## src/rtl/spi_mon_pkg.sv

```systemverilog
package spi_mon_pkg;
  localparam int MAX_WORD = 64;
  localparam int POS_W = $clog2(MAX_WORD);

  // strobes from control to datapath, one set per system cycle
  typedef struct packed {
    logic             sample;   // a capture edge is in this cycle
    logic             first;    // it carries bit 0 of a word
    logic             last;     // it carries the final bit of a word
    logic [POS_W-1:0] bitPos;   // destination index of the bit
    logic             mosiBit;
    logic             misoBit;
    logic             csInact;  // chip select inactive at this capture
    logic             csChg;    // chip select level changed
    logic             csOldVal;
    logic             csNewVal;
  } monStrobe_t;
endpackage

```

## src/rtl/spi_mon_ctrl.sv

```systemverilog
module spi_mon_ctrl
  import spi_mon_pkg::*;
#(
  parameter int MAX_W    = MAX_WORD,
  parameter int SYNC_LEN = 2,
  localparam int LEN_W   = $clog2(MAX_W + 1)
) (
  input  logic             clk,
  input  logic             rst,
  input  logic             sckIn,
  input  logic             mosiIn,
  input  logic             misoIn,
  input  logic             csIn,
  input  logic             cpol,
  input  logic             cpha,
  input  logic             lsbFirst,
  input  logic             csActHigh,
  input  logic [LEN_W-1:0] wordLen,
  output monStrobe_t       strobe
);
  logic [SYNC_LEN-1:0] sckSy, mosiSy, misoSy, csSy;
  logic sckPrev, csPrev;
  logic [POS_W-1:0] bitCnt;
  logic sckNow, csNow, csIdle, sampleEdge, isLast;
  logic [LEN_W-1:0] lenEff, lastIdx;

  assign csIdle = ~csActHigh;
  assign sckNow = sckSy[SYNC_LEN-1];
  assign csNow  = csSy[SYNC_LEN-1];

  always_ff @(posedge clk) begin
    if (rst) begin
      sckSy   <= {SYNC_LEN{cpol}};
      csSy    <= {SYNC_LEN{csIdle}};
      mosiSy  <= '0;
      misoSy  <= '0;
      sckPrev <= cpol;
      csPrev  <= csIdle;
      bitCnt  <= '0;
    end else begin
      sckSy   <= {sckSy[SYNC_LEN-2:0], sckIn};
      csSy    <= {csSy[SYNC_LEN-2:0], csIn};
      mosiSy  <= {mosiSy[SYNC_LEN-2:0], mosiIn};
      misoSy  <= {misoSy[SYNC_LEN-2:0], misoIn};
      sckPrev <= sckNow;
      csPrev  <= csNow;
      if (sampleEdge) bitCnt <= isLast ? '0 : bitCnt + 1'b1;
    end
  end

  always_comb begin
    // modes 0 and 3 capture on rise, 1 and 2 on fall
    if (cpol ^ cpha) sampleEdge = sckPrev & ~sckNow;
    else             sampleEdge = ~sckPrev & sckNow;
    if (wordLen == '0 || wordLen > LEN_W'(MAX_W)) lenEff = LEN_W'(MAX_W);
    else                                           lenEff = wordLen;
    lastIdx = lenEff - 1'b1;
    isLast  = (LEN_W'(bitCnt) == lastIdx);

    strobe.sample   = sampleEdge;
    strobe.first    = sampleEdge && (bitCnt == '0);
    strobe.last     = sampleEdge && isLast;
    strobe.bitPos   = lsbFirst ? bitCnt : POS_W'(lastIdx) - bitCnt;
    strobe.mosiBit  = mosiSy[SYNC_LEN-1];
    strobe.misoBit  = misoSy[SYNC_LEN-1];
    strobe.csInact  = csActHigh ? ~csNow : csNow;
    strobe.csChg    = (csNow != csPrev);
    strobe.csOldVal = csPrev;
    strobe.csNewVal = csNow;
  end
endmodule

```

## src/rtl/spi_mon_dpath.sv

```systemverilog
module spi_mon_dpath
  import spi_mon_pkg::*;
#(
  parameter int MAX_W = MAX_WORD,
  parameter int TS_W  = 32,
  parameter int CNT_W = 16
) (
  input  logic             clk,
  input  logic             rst,
  input  monStrobe_t       strobe,
  output logic             wordValid,
  output logic [MAX_W-1:0] mosiWord,
  output logic [MAX_W-1:0] misoWord,
  output logic [TS_W-1:0]  startTs,
  output logic [TS_W-1:0]  endTs,
  output logic             warn,
  output logic             csEvt,
  output logic             csOld,
  output logic             csNew,
  output logic [TS_W-1:0]  csTs,
  output logic [CNT_W-1:0] wordCount
);
  logic [TS_W-1:0]  tsCnt, startLatch, startSel;
  logic [MAX_W-1:0] mosiAcc, misoAcc, posMask, mosiNext, misoNext;
  logic             warnAcc, warnNext;

  always_comb begin
    posMask  = MAX_W'(1) << strobe.bitPos;
    mosiNext = mosiAcc | (strobe.mosiBit ? posMask : '0);
    misoNext = misoAcc | (strobe.misoBit ? posMask : '0);
    warnNext = (strobe.first ? 1'b0 : warnAcc) | strobe.csInact;
    startSel = strobe.first ? tsCnt : startLatch;
  end

  always_ff @(posedge clk) begin
    if (rst) begin
      tsCnt <= '0; startLatch <= '0; mosiAcc <= '0; misoAcc <= '0; warnAcc <= 1'b0;
      wordValid <= 1'b0; mosiWord <= '0; misoWord <= '0; startTs <= '0; endTs <= '0;
      warn <= 1'b0; csEvt <= 1'b0; csOld <= 1'b0; csNew <= 1'b0; csTs <= '0;
      wordCount <= '0;
    end else begin
      tsCnt     <= tsCnt + 1'b1;
      wordValid <= 1'b0;
      csEvt     <= 1'b0;
      if (strobe.csChg) begin
        csEvt <= 1'b1;
        csOld <= strobe.csOldVal;
        csNew <= strobe.csNewVal;
        csTs  <= tsCnt;
      end
      if (strobe.sample) begin
        if (strobe.last) begin
          wordValid <= 1'b1;
          mosiWord  <= mosiNext;
          misoWord  <= misoNext;
          startTs   <= startSel;
          endTs     <= tsCnt;
          warn      <= warnNext;
          mosiAcc   <= '0;
          misoAcc   <= '0;
          warnAcc   <= 1'b0;
          if (wordCount != '1) wordCount <= wordCount + 1'b1;
        end else begin
          mosiAcc    <= mosiNext;
          misoAcc    <= misoNext;
          warnAcc    <= warnNext;
          startLatch <= startSel;
        end
      end
    end
  end
endmodule

```

## src/rtl/spi_bus_monitor.sv

```systemverilog
module spi_bus_monitor
  import spi_mon_pkg::*;
#(
  parameter int MAX_W    = MAX_WORD,
  parameter int TS_W     = 32,
  parameter int CNT_W    = 16,
  parameter int SYNC_LEN = 2,
  localparam int LEN_W   = $clog2(MAX_W + 1)
) (
  input  logic             clk,
  input  logic             rst,
  input  logic             sckIn,
  input  logic             mosiIn,
  input  logic             misoIn,
  input  logic             csIn,
  input  logic             cpol,
  input  logic             cpha,
  input  logic             lsbFirst,
  input  logic             csActHigh,
  input  logic [LEN_W-1:0] wordLen,
  output logic             wordValid,
  output logic [MAX_W-1:0] mosiWord,
  output logic [MAX_W-1:0] misoWord,
  output logic [TS_W-1:0]  startTs,
  output logic [TS_W-1:0]  endTs,
  output logic             warn,
  output logic             csEvt,
  output logic             csOld,
  output logic             csNew,
  output logic [TS_W-1:0]  csTs,
  output logic [CNT_W-1:0] wordCount
);
  monStrobe_t strobe;

  spi_mon_ctrl #(.MAX_W(MAX_W), .SYNC_LEN(SYNC_LEN)) ctrl (
    .clk(clk), .rst(rst), .sckIn(sckIn), .mosiIn(mosiIn), .misoIn(misoIn),
    .csIn(csIn), .cpol(cpol), .cpha(cpha), .lsbFirst(lsbFirst),
    .csActHigh(csActHigh), .wordLen(wordLen), .strobe(strobe)
  );

  spi_mon_dpath #(.MAX_W(MAX_W), .TS_W(TS_W), .CNT_W(CNT_W)) dpath (
    .clk(clk), .rst(rst), .strobe(strobe), .wordValid(wordValid),
    .mosiWord(mosiWord), .misoWord(misoWord), .startTs(startTs), .endTs(endTs),
    .warn(warn), .csEvt(csEvt), .csOld(csOld), .csNew(csNew), .csTs(csTs),
    .wordCount(wordCount)
  );
endmodule

```

## config.mk

```make
export PLATFORM = sky130hd
export DESIGN_NAME = spi_bus_monitor
export DESIGN_NICKNAME = d
export VERILOG_FILES = /design/src/rtl/spi_mon_pkg.sv /design/src/rtl/spi_mon_ctrl.sv /design/src/rtl/spi_mon_dpath.sv /design/src/rtl/spi_bus_monitor.sv
export SDC_FILE = /design/constraint.sdc
export NUM_CORES = 1
export LEC_CHECK = 0
export ABC_CLOCK_PERIOD_IN_PS = 6100
export BUFFER_PORTS_ARGS = -buffer_cell sky130_fd_sc_hd__buf_4
export CAP_MARGIN = 0
export CORE_ASPECT_RATIO = 1.1
export CORE_UTILIZATION = 60
export CTS_CLUSTER_DIAMETER = 120
export DETAILED_ROUTE_END_ITERATION = 16
export HOLD_SLACK_MARGIN = 0.08
export PLACE_DENSITY = 0.83
export SKIP_CTS_REPAIR_TIMING = 1
export SLEW_MARGIN = 30
export SYNTH_ARGS = -nofsm -noshare
export SYNTH_HDL_FRONTEND = slang
export SYNTH_SLANG_ARGS = --single-unit
```

## constraint.sdc

```tcl
create_clock -name clk -period 6.1 [get_ports clk]
set_input_delay 0.305 -clock clk [delete_from_list [all_inputs] [get_ports clk]]
set_output_delay 0.305 -clock clk [all_outputs]
set_load 0.01 [all_outputs]
```

==> results of run 1 <==
## sequential cells by signal, indices dropped and copies added, names as in the netlist, 2 cells and up
signal,flops
ctrl.sckSy,2
dpath.endTs,32
dpath.startLatch,32
ctrl.csSy,2
dpath.misoAcc,64
dpath.tsCnt,32
ctrl.bitCnt,6
dpath.csTs,32
ctrl.misoSy,2
ctrl.mosiSy,2
dpath.mosiWord,64
dpath.misoWord,64
dpath.wordCount,16
dpath.mosiAcc,64
dpath.startTs,32
## final cells by class
type,instances,area (µm²)
Antenna cell,1,2.50
Tap cell,363,454
Clock buffer,61,1250
Inverter,22,82.6
Fill cell,2033,7190
Sequential cell,454,9090
Multi-Input combinational cell,1262,7680
Clock inverter,16,146
Timing Repair Buffer,290,2210
## stage by stage
stage / area, µm² / cells / hold WS (ps) / util, % / setup WS (ps)
after CTS: 20800 / 2463 / -22.4 / 74.2 / 2210
after floorplan: 17300 / 1879 / 414 / - / 2860
after global placement: 19400 / 2384 / 421 / 69.1 / 1840
after detailed placement: 19400 / 2386 / 426 / 69.2 / 1710
final: 20900 / 2469 / 153 / 74.4 / 2100
after global routing: 20900 / 2469 / 164 / 74.4 / 1840
## cells in the final DEF, fill, tap and decap left out, types with 15 or more instances in the layout
cell	instances
o211ai_1	17
nand4_1	15
nor3_1	20
nand2_1	276
and3_1	17
xnor2_1	24
clkbuf_16	43
a21oi_1	132
a22oi_1	82
a211oi_1	47
xor2_1	16
mux2i_1	48
nor2_1	122
inv_1	22
dfxtp_1	454
o22ai_1	16
buf_4	283
a22o_1	123
nand3_1	32
nand2b_1	15
or3_1	19
o21ai_0	120
## where the power goes
group          internal [W]  leakage (nW)  switching [W]
sequential          0.00298          3.66      0.0000155
clock               0.00152         0.695        0.00112
combinational      0.000101          3.67       0.000277
total               0.00460          8.02        0.00141
## synth_stat cells (3+ instances only)
| cell type | count |
|---|---|
| a21o_1 | 12 |
| clkbuf_1 | 106 |
| dfxtp_1 | 454 |
| buf_2 | 32 |
| nand4_1 | 15 |
| nor3_1 | 24 |
| nor2b_1 | 12 |
| a22o_1 | 123 |
| a21oi_1 | 132 |
| nand2_1 | 276 |
| nor4_1 | 5 |
| nor2_1 | 122 |
| or3_1 | 19 |
| nand3_1 | 33 |
| o22ai_1 | 16 |
| and4_1 | 6 |
| a32o_1 | 4 |
| ha_1 | 10 |
| mux2_2 | 3 |
| o211ai_1 | 17 |
| nand2b_1 | 15 |
| xnor2_1 | 25 |
| o21ai_0 | 120 |
| a211oi_1 | 50 |
| a41oi_1 | 12 |
| nor3b_1 | 4 |
| a22oi_1 | 82 |
| and3_1 | 17 |
| xor2_1 | 17 |
| o31ai_1 | 6 |
| or4_1 | 4 |
| inv_1 | 22 |
| mux2i_1 | 49 |
## critical path: stages
cell and delay, ps:
buf_4 130, nand2b_1 140, ha_1 270, a21oi_1 90, a21oi_1 150, nand2_1 70, ha_1 420, nand2_1 110
a211o_1 320, or3_1 590, a21oi_4 780, buf_4 720, a22oi_1 150, o21ai_0 140
## worst max path at each step
stage / from / to / slack (ps) / depth (start not counted)
after floorplan: wordLen[6] / dpath.wordCount[10] / 2860 / 15
after global placement: wordLen[6] / dpath.mosiWord[46] / 1840 / 14
after detailed placement: wordLen[6] / dpath.misoWord[12] / 1710 / 14
after CTS: wordLen[6] / dpath.misoWord[45] / 2210 / 14
after global routing: wordLen[6] / dpath.mosiWord[4] / 1840 / 14
final: wordLen[6] / dpath.misoWord[45] / 2100 / 14
## logic make-up after synthesis
group	share of synthesized area, %
AOI/OAI and AO/OA	23.4
and+or+nand+nor	14.4
DFF	52.4
buffers and inverters	3.85
muxes	3.02
xor gates and xnor gates	2.12
adders and majority gates	0.837
## per-layer routing
| metal | vias to the layer above | GRT usage (%) | routed length [µm] |
|---|---|---|---|
| li1 | 7140 | - | - |
| met5 | - | 0 | 0 |
| met3 | 150 | 6.70 | 3940 |
| met1 | 7238 | 38.7 | 19100 |
| met4 | 0 | 15.7 | 2340 |
| met2 | 686 | 53.3 | 23100 |
==> results.md, run 1 <==
* Drt first pass iters at 6
* HPWL after DPL at 32.2 mm
* Die height at 180 µm
* Synth top area share at 52.4%
* Hold Crit Class: input pin to flop
* Clock sink count at 454
* Final worst path period share at 65.5%
* Hold endpoint: ctrl.csSy[0]
* Max Slew Vio Count at 0
* CTS tree: yes
* Post-synthesis sequential area ratio at 52.4%
* Overall Power at 0.00601 W
* Hold depth at 3
* Worst EP required at 6540 ps
* Starting Density at 61.7%
* H-tree depth at 2
* Crit path DAT at 4440 ps
* Via-to-Cell Ratio at 6.16
* Power per cell area at 288 mW/mm²
* Hold Vio Cnt, Final at 0
* Top post-synthesis cells by area: dfxtp_1, a22o_1, nand2_1
* Clk Latency, worst-skew pair at 540 ps
* Drt initial violations at 1693
* Launching point of the worst reg2reg path: ctrl.bitCnt[3]
* Cell Rows at 64
* F_max at 0.250 GHz
* Clock skew at 17.2 ps
* Tmin final at 4000 ps
* Width of the die at 164 µm
* DIE AREA at 0.0296 mm²
* Worst-Margin Slew at 1110 ps
* Area leader, netlist: dfxtp_1
* Top_reg_cell synth: dfxtp_1
* WL/cell at 19.7 µm
* Root Driver: clkbuf_16
* DRC at 0
* Final ANT Viol Nets at 0
* Slew HR at 25.3%
* Yosys reg bits at 454
* CP Launch Type: input pin
* Clock slew at reported path FFs at 70 ps
* Static Leak at 8.02 nW
* Max clock buf depth at 3
* Worst r2r path cells at 9
* CORE AREA at 0.0281 mm²
* Count of input and output buffers at 261
* IO Pins at 262
* Via Count at 15214
* Status: finished, final reports clean
* Max-cap violation count at 0
* Global route overflow at 0
* CTS buffer count at 43
* Synthesized area at 0.0173 mm²
* Vias in the first global route at 14433
* Total track usage at 32.0%
* Layout overhead on the synthesized area at 20.6%
* Detailed Route WL at 48.5 mm
* Yosys Warn Count at 0
* Path type of the worst setup path: input pin to flop
* Crit end category: flop
* Number of flops mapped to enable cells by yosys at 0
* Worst-path fanout max at 68
* GP Congestion at 0.964
* Worst R2R Setup Slack at 2130 ps
* Pin count of the biggest net entering global routing at 229
* Worst vdd ir at 0.219 mV
* Post-synthesis cell type count at 60
* RSZ-0062 raised after global routing: false
* Worst Hold Launch: csActHigh
* Asr flop ratio synth at 0%
* Share of cells above drive strength 1 at 18.2%
* Syn nets at 1907
* Global-route wire length before repair at 75.9 mm
* Finish-stage setup viols at 0
* Initial antenna violation count at 1
* Post-Syn Instances at 1879
* Syn_area_per_cell at 9.23 µm²
* Setup tns final at 0 ps
* Nets at 2101
* R2r endpoint: dpath.misoWord[45]
(Power assumes the default switching activity.)
==> run 2: changes to the inputs <==
--- a/config.mk
+++ b/config.mk
@@ -5,15 +5,15 @@
 export SDC_FILE = /design/constraint.sdc
 export NUM_CORES = 1
 export LEC_CHECK = 0
-export ABC_CLOCK_PERIOD_IN_PS = 6100
+export ABC_CLOCK_PERIOD_IN_PS = 4200
 export BUFFER_PORTS_ARGS = -buffer_cell sky130_fd_sc_hd__buf_4
 export CAP_MARGIN = 0
 export CORE_ASPECT_RATIO = 1.1
-export CORE_UTILIZATION = 60
+export CORE_UTILIZATION = 57
 export CTS_CLUSTER_DIAMETER = 120
 export DETAILED_ROUTE_END_ITERATION = 16
 export HOLD_SLACK_MARGIN = 0.08
-export PLACE_DENSITY = 0.83
+export PLACE_DENSITY = 0.8
 export SKIP_CTS_REPAIR_TIMING = 1
 export SLEW_MARGIN = 30
 export SYNTH_ARGS = -nofsm -noshare
==> constraint.sdc (replaced) <==
create_clock -name clk -period 4.2 [get_ports clk]
set_input_delay 0.21 -clock clk [delete_from_list [all_inputs] [get_ports clk]]
set_output_delay 0.21 -clock clk [all_outputs]
set_load 0.01 [all_outputs]
==> results.md, run 2 (same netlist as run 1, synthesis figures left out) <==
* Crit path DAT at 4010 ps (was 4440 ps)
* R2r endpoint: dpath.mosiAcc[37] (was dpath.misoWord[45])
* DIE AREA at 0.0311 mm² (was 0.0296 mm²)
* Pin count of the biggest net entering global routing at 229 (unchanged)
* Worst-Margin Slew at 993 ps (was 1110 ps)
* DRC at 0 (unchanged)
* Crit end category: flop (unchanged)
* F_max at 0.283 GHz
* Initial antenna violation count at 1 (unchanged)
* Setup tns final at 0 ps (unchanged)
* Max-cap violation count at 0 (unchanged)
* Starting Density at 58.3% (was 61.7%)
* Global-route wire length before repair at 76.4 mm (was 75.9 mm)
* RSZ-0062 raised after global routing: false (unchanged)
* Cells along the critical path: inv_1 > ha_1 > and3_1 > nand3_1 > or3_1 > nand2_1 > buf_4 > nor3_1 > a22o_1 (was buf_4 > nand2b_1 > ha_1 > a21oi_1 > a21oi_1 > nand2_1 > ha_1 > nand2_1 > a211o_1 > or3_1 > a21oi_4 > buf_4 > a22oi_1 > o21ai_0)
* Width of the die at 168 µm (was 164 µm)
* Power per cell area at 418 mW/mm² (was 288 mW/mm²)
* Fill cells at 2277 (was 2033)
* Largest stage delay on the critical path at 670 ps (was 780 ps)
* Tmin final at 3530 ps
* Worst r2r path cells at 9 (unchanged)
* CP max stage cell: nor3_1 (was a21oi_4)
* Final ANT Viol Nets at 0 (unchanged)
* Die height at 185 µm (was 180 µm)
* Finish-stage setup viols at 0 (unchanged)
* Worst vdd ir at 0.324 mV (was 0.219 mV)
* CP Launch Type: flop (was input pin)
* Status: finished, final reports clean (unchanged)
* Worst Hold Launch: rst (was csActHigh)
* Most frequent cells in the layout: dfxtp_1, buf_4, nand2_1, a21oi_1, a22o_1 (unchanged)
* Overall Power at 0.00882 W (was 0.00601 W)
* Drt initial violations at 1376 (was 1693)
* Cell Rows at 66 (was 64)
* Max clock buf depth at 3 (unchanged)
* Worst EP required at 4680 ps (was 6540 ps)
* Worst R2R Setup Slack at 670 ps (was 2130 ps)
* Final worst path period share at 84.1%
* Clock sink count at 454 (unchanged)
* Path type of the worst setup path: flop to flop (was input pin to flop)
* Clock slew at reported path FFs at 60 ps (was 70 ps)
* Slew HR at 33.8% (was 25.3%)
* Drt first pass iters at 6 (unchanged)
* Global route overflow at 0 (unchanged)
* Max Slew Vio Count at 0 (unchanged)
* Static Leak at 8.13 nW (was 8.02 nW)
* Count of input and output buffers at 261 (unchanged)
* Clk Latency, worst-skew pair at 540 ps (about the same)
* Worst-path fanout max at 10 (was 68)
* WL/cell at 19.4 µm (was 19.7 µm)
* Total track usage at 30.6% (was 32.0%)
* Root Driver: clkbuf_16 (unchanged)
* Area occupied by multi-input gates at 0.00765 mm² (was 0.00768 mm²)
* Via-to-Cell Ratio at 6.07 (was 6.16)
* Hold endpoint: dpath.warnAcc (was ctrl.csSy[0])
* Via Count at 15168 (was 15214)
* Layout overhead on the synthesized area at 21.7% (was 20.6%)
* Hold Crit Class: input pin to flop (unchanged)
* DP Area at 0.0196 mm² (was 0.0194 mm²)
* Launching point of the worst reg2reg path: ctrl.bitCnt[3] (unchanged)
* Vias in the first global route at 14311 (was 14433)
* Final Instance Area at 0.0211 mm² (was 0.0209 mm²)
* Most common cell after layout, fill and taps aside: dfxtp_1 (unchanged)
* Register area at 0.00909 mm² (unchanged)
* H-tree depth at 2 (unchanged)
* HPWL after DPL at 32.7 mm (was 32.2 mm)
* Clock skew at 7.56 ps (was 17.2 ps)
* Detailed Route WL at 48.5 mm (about the same)
* Nets at 2121 (was 2101)
* CTS tree: yes (unchanged)
* GP Congestion at 0.919 (was 0.964)
* Share of cells above drive strength 1 at 18.4% (was 18.2%)
* Hold depth at 2 (was 3)
* Hold Vio Cnt, Final at 0 (unchanged)
* CTS buffer count at 44 (was 43)
* CORE AREA at 0.0297 mm² (was 0.0281 mm²)
* IO Pins at 262 (unchanged)
==> run 2: worst max-delay path by stage <==
stage	start	to	depth (start not counted)
after floorplan	wordLen[6]	dpath.wordCount[10]	15
after global placement	wordLen[6]	dpath.misoAcc[37]	14
after detailed placement	wordLen[6]	dpath.misoAcc[33]	14
after CTS	ctrl.bitCnt[3]	dpath.misoAcc[37]	9
after global routing	ctrl.bitCnt[3]	dpath.misoAcc[53]	9
final	ctrl.bitCnt[3]	dpath.mosiAcc[37]	9
==> run 2: worst max-delay path: cells and delay by family, from the launching register on <==
family,cells,cell delay (ps)
compound gates,1,230
fa+ha+maj,1,420
buf+inv,2,450
flops,1,520
simple gates,5,1850
==> run 2: per-stage QoR <==
step / util (%) / hold WS (ps) / setup WS (ps) / cells
5_1_grt: 71.0 / 116 / 438 / 2500
6_report: 71.0 / 104 / 667 / 2500
3_3_place_gp: 65.9 / 418 / 468 / 2414
3_5_place_dp: 65.9 / 427 / 416 / 2414
2_1_floorplan: - / 338 / 1060 / 1879
4_1_cts: 70.7 / -123 / 732 / 2492
==> run 2: final cells by class <==
| type | instances | share of cell area (%) |
|---|---|---|
| timing repair buffer | 309 | 11.3 |
| clock buffer | 68 | 6.17 |
| sequential | 454 | 43.1 |
| antenna | 1 | 0.0119 |
| multi-input combinational | 1262 | 36.3 |
| inverter | 22 | 0.391 |
| tap | 374 | 2.22 |
| clock inverter | 10 | 0.646 |
==> run 2: power by group <==
part           internal [W]  switching, W  leakage, nW
sequential          0.00433     0.0000234         3.66
clock               0.00232       0.00161        0.707
combinational      0.000153      0.000391         3.76
==> run 2: per-layer routing <==
metal | GRT usage (%) | share of wire (%) | vias to the layer above
met4 | 15.5 | 4.9 | 0
met2 | 51.5 | 48 | 564
met5 | 0 | 0 | -
met3 | 6.58 | 6.9 | 135
met1 | 37.0 | 40 | 7280
li1 | - | - | 7189
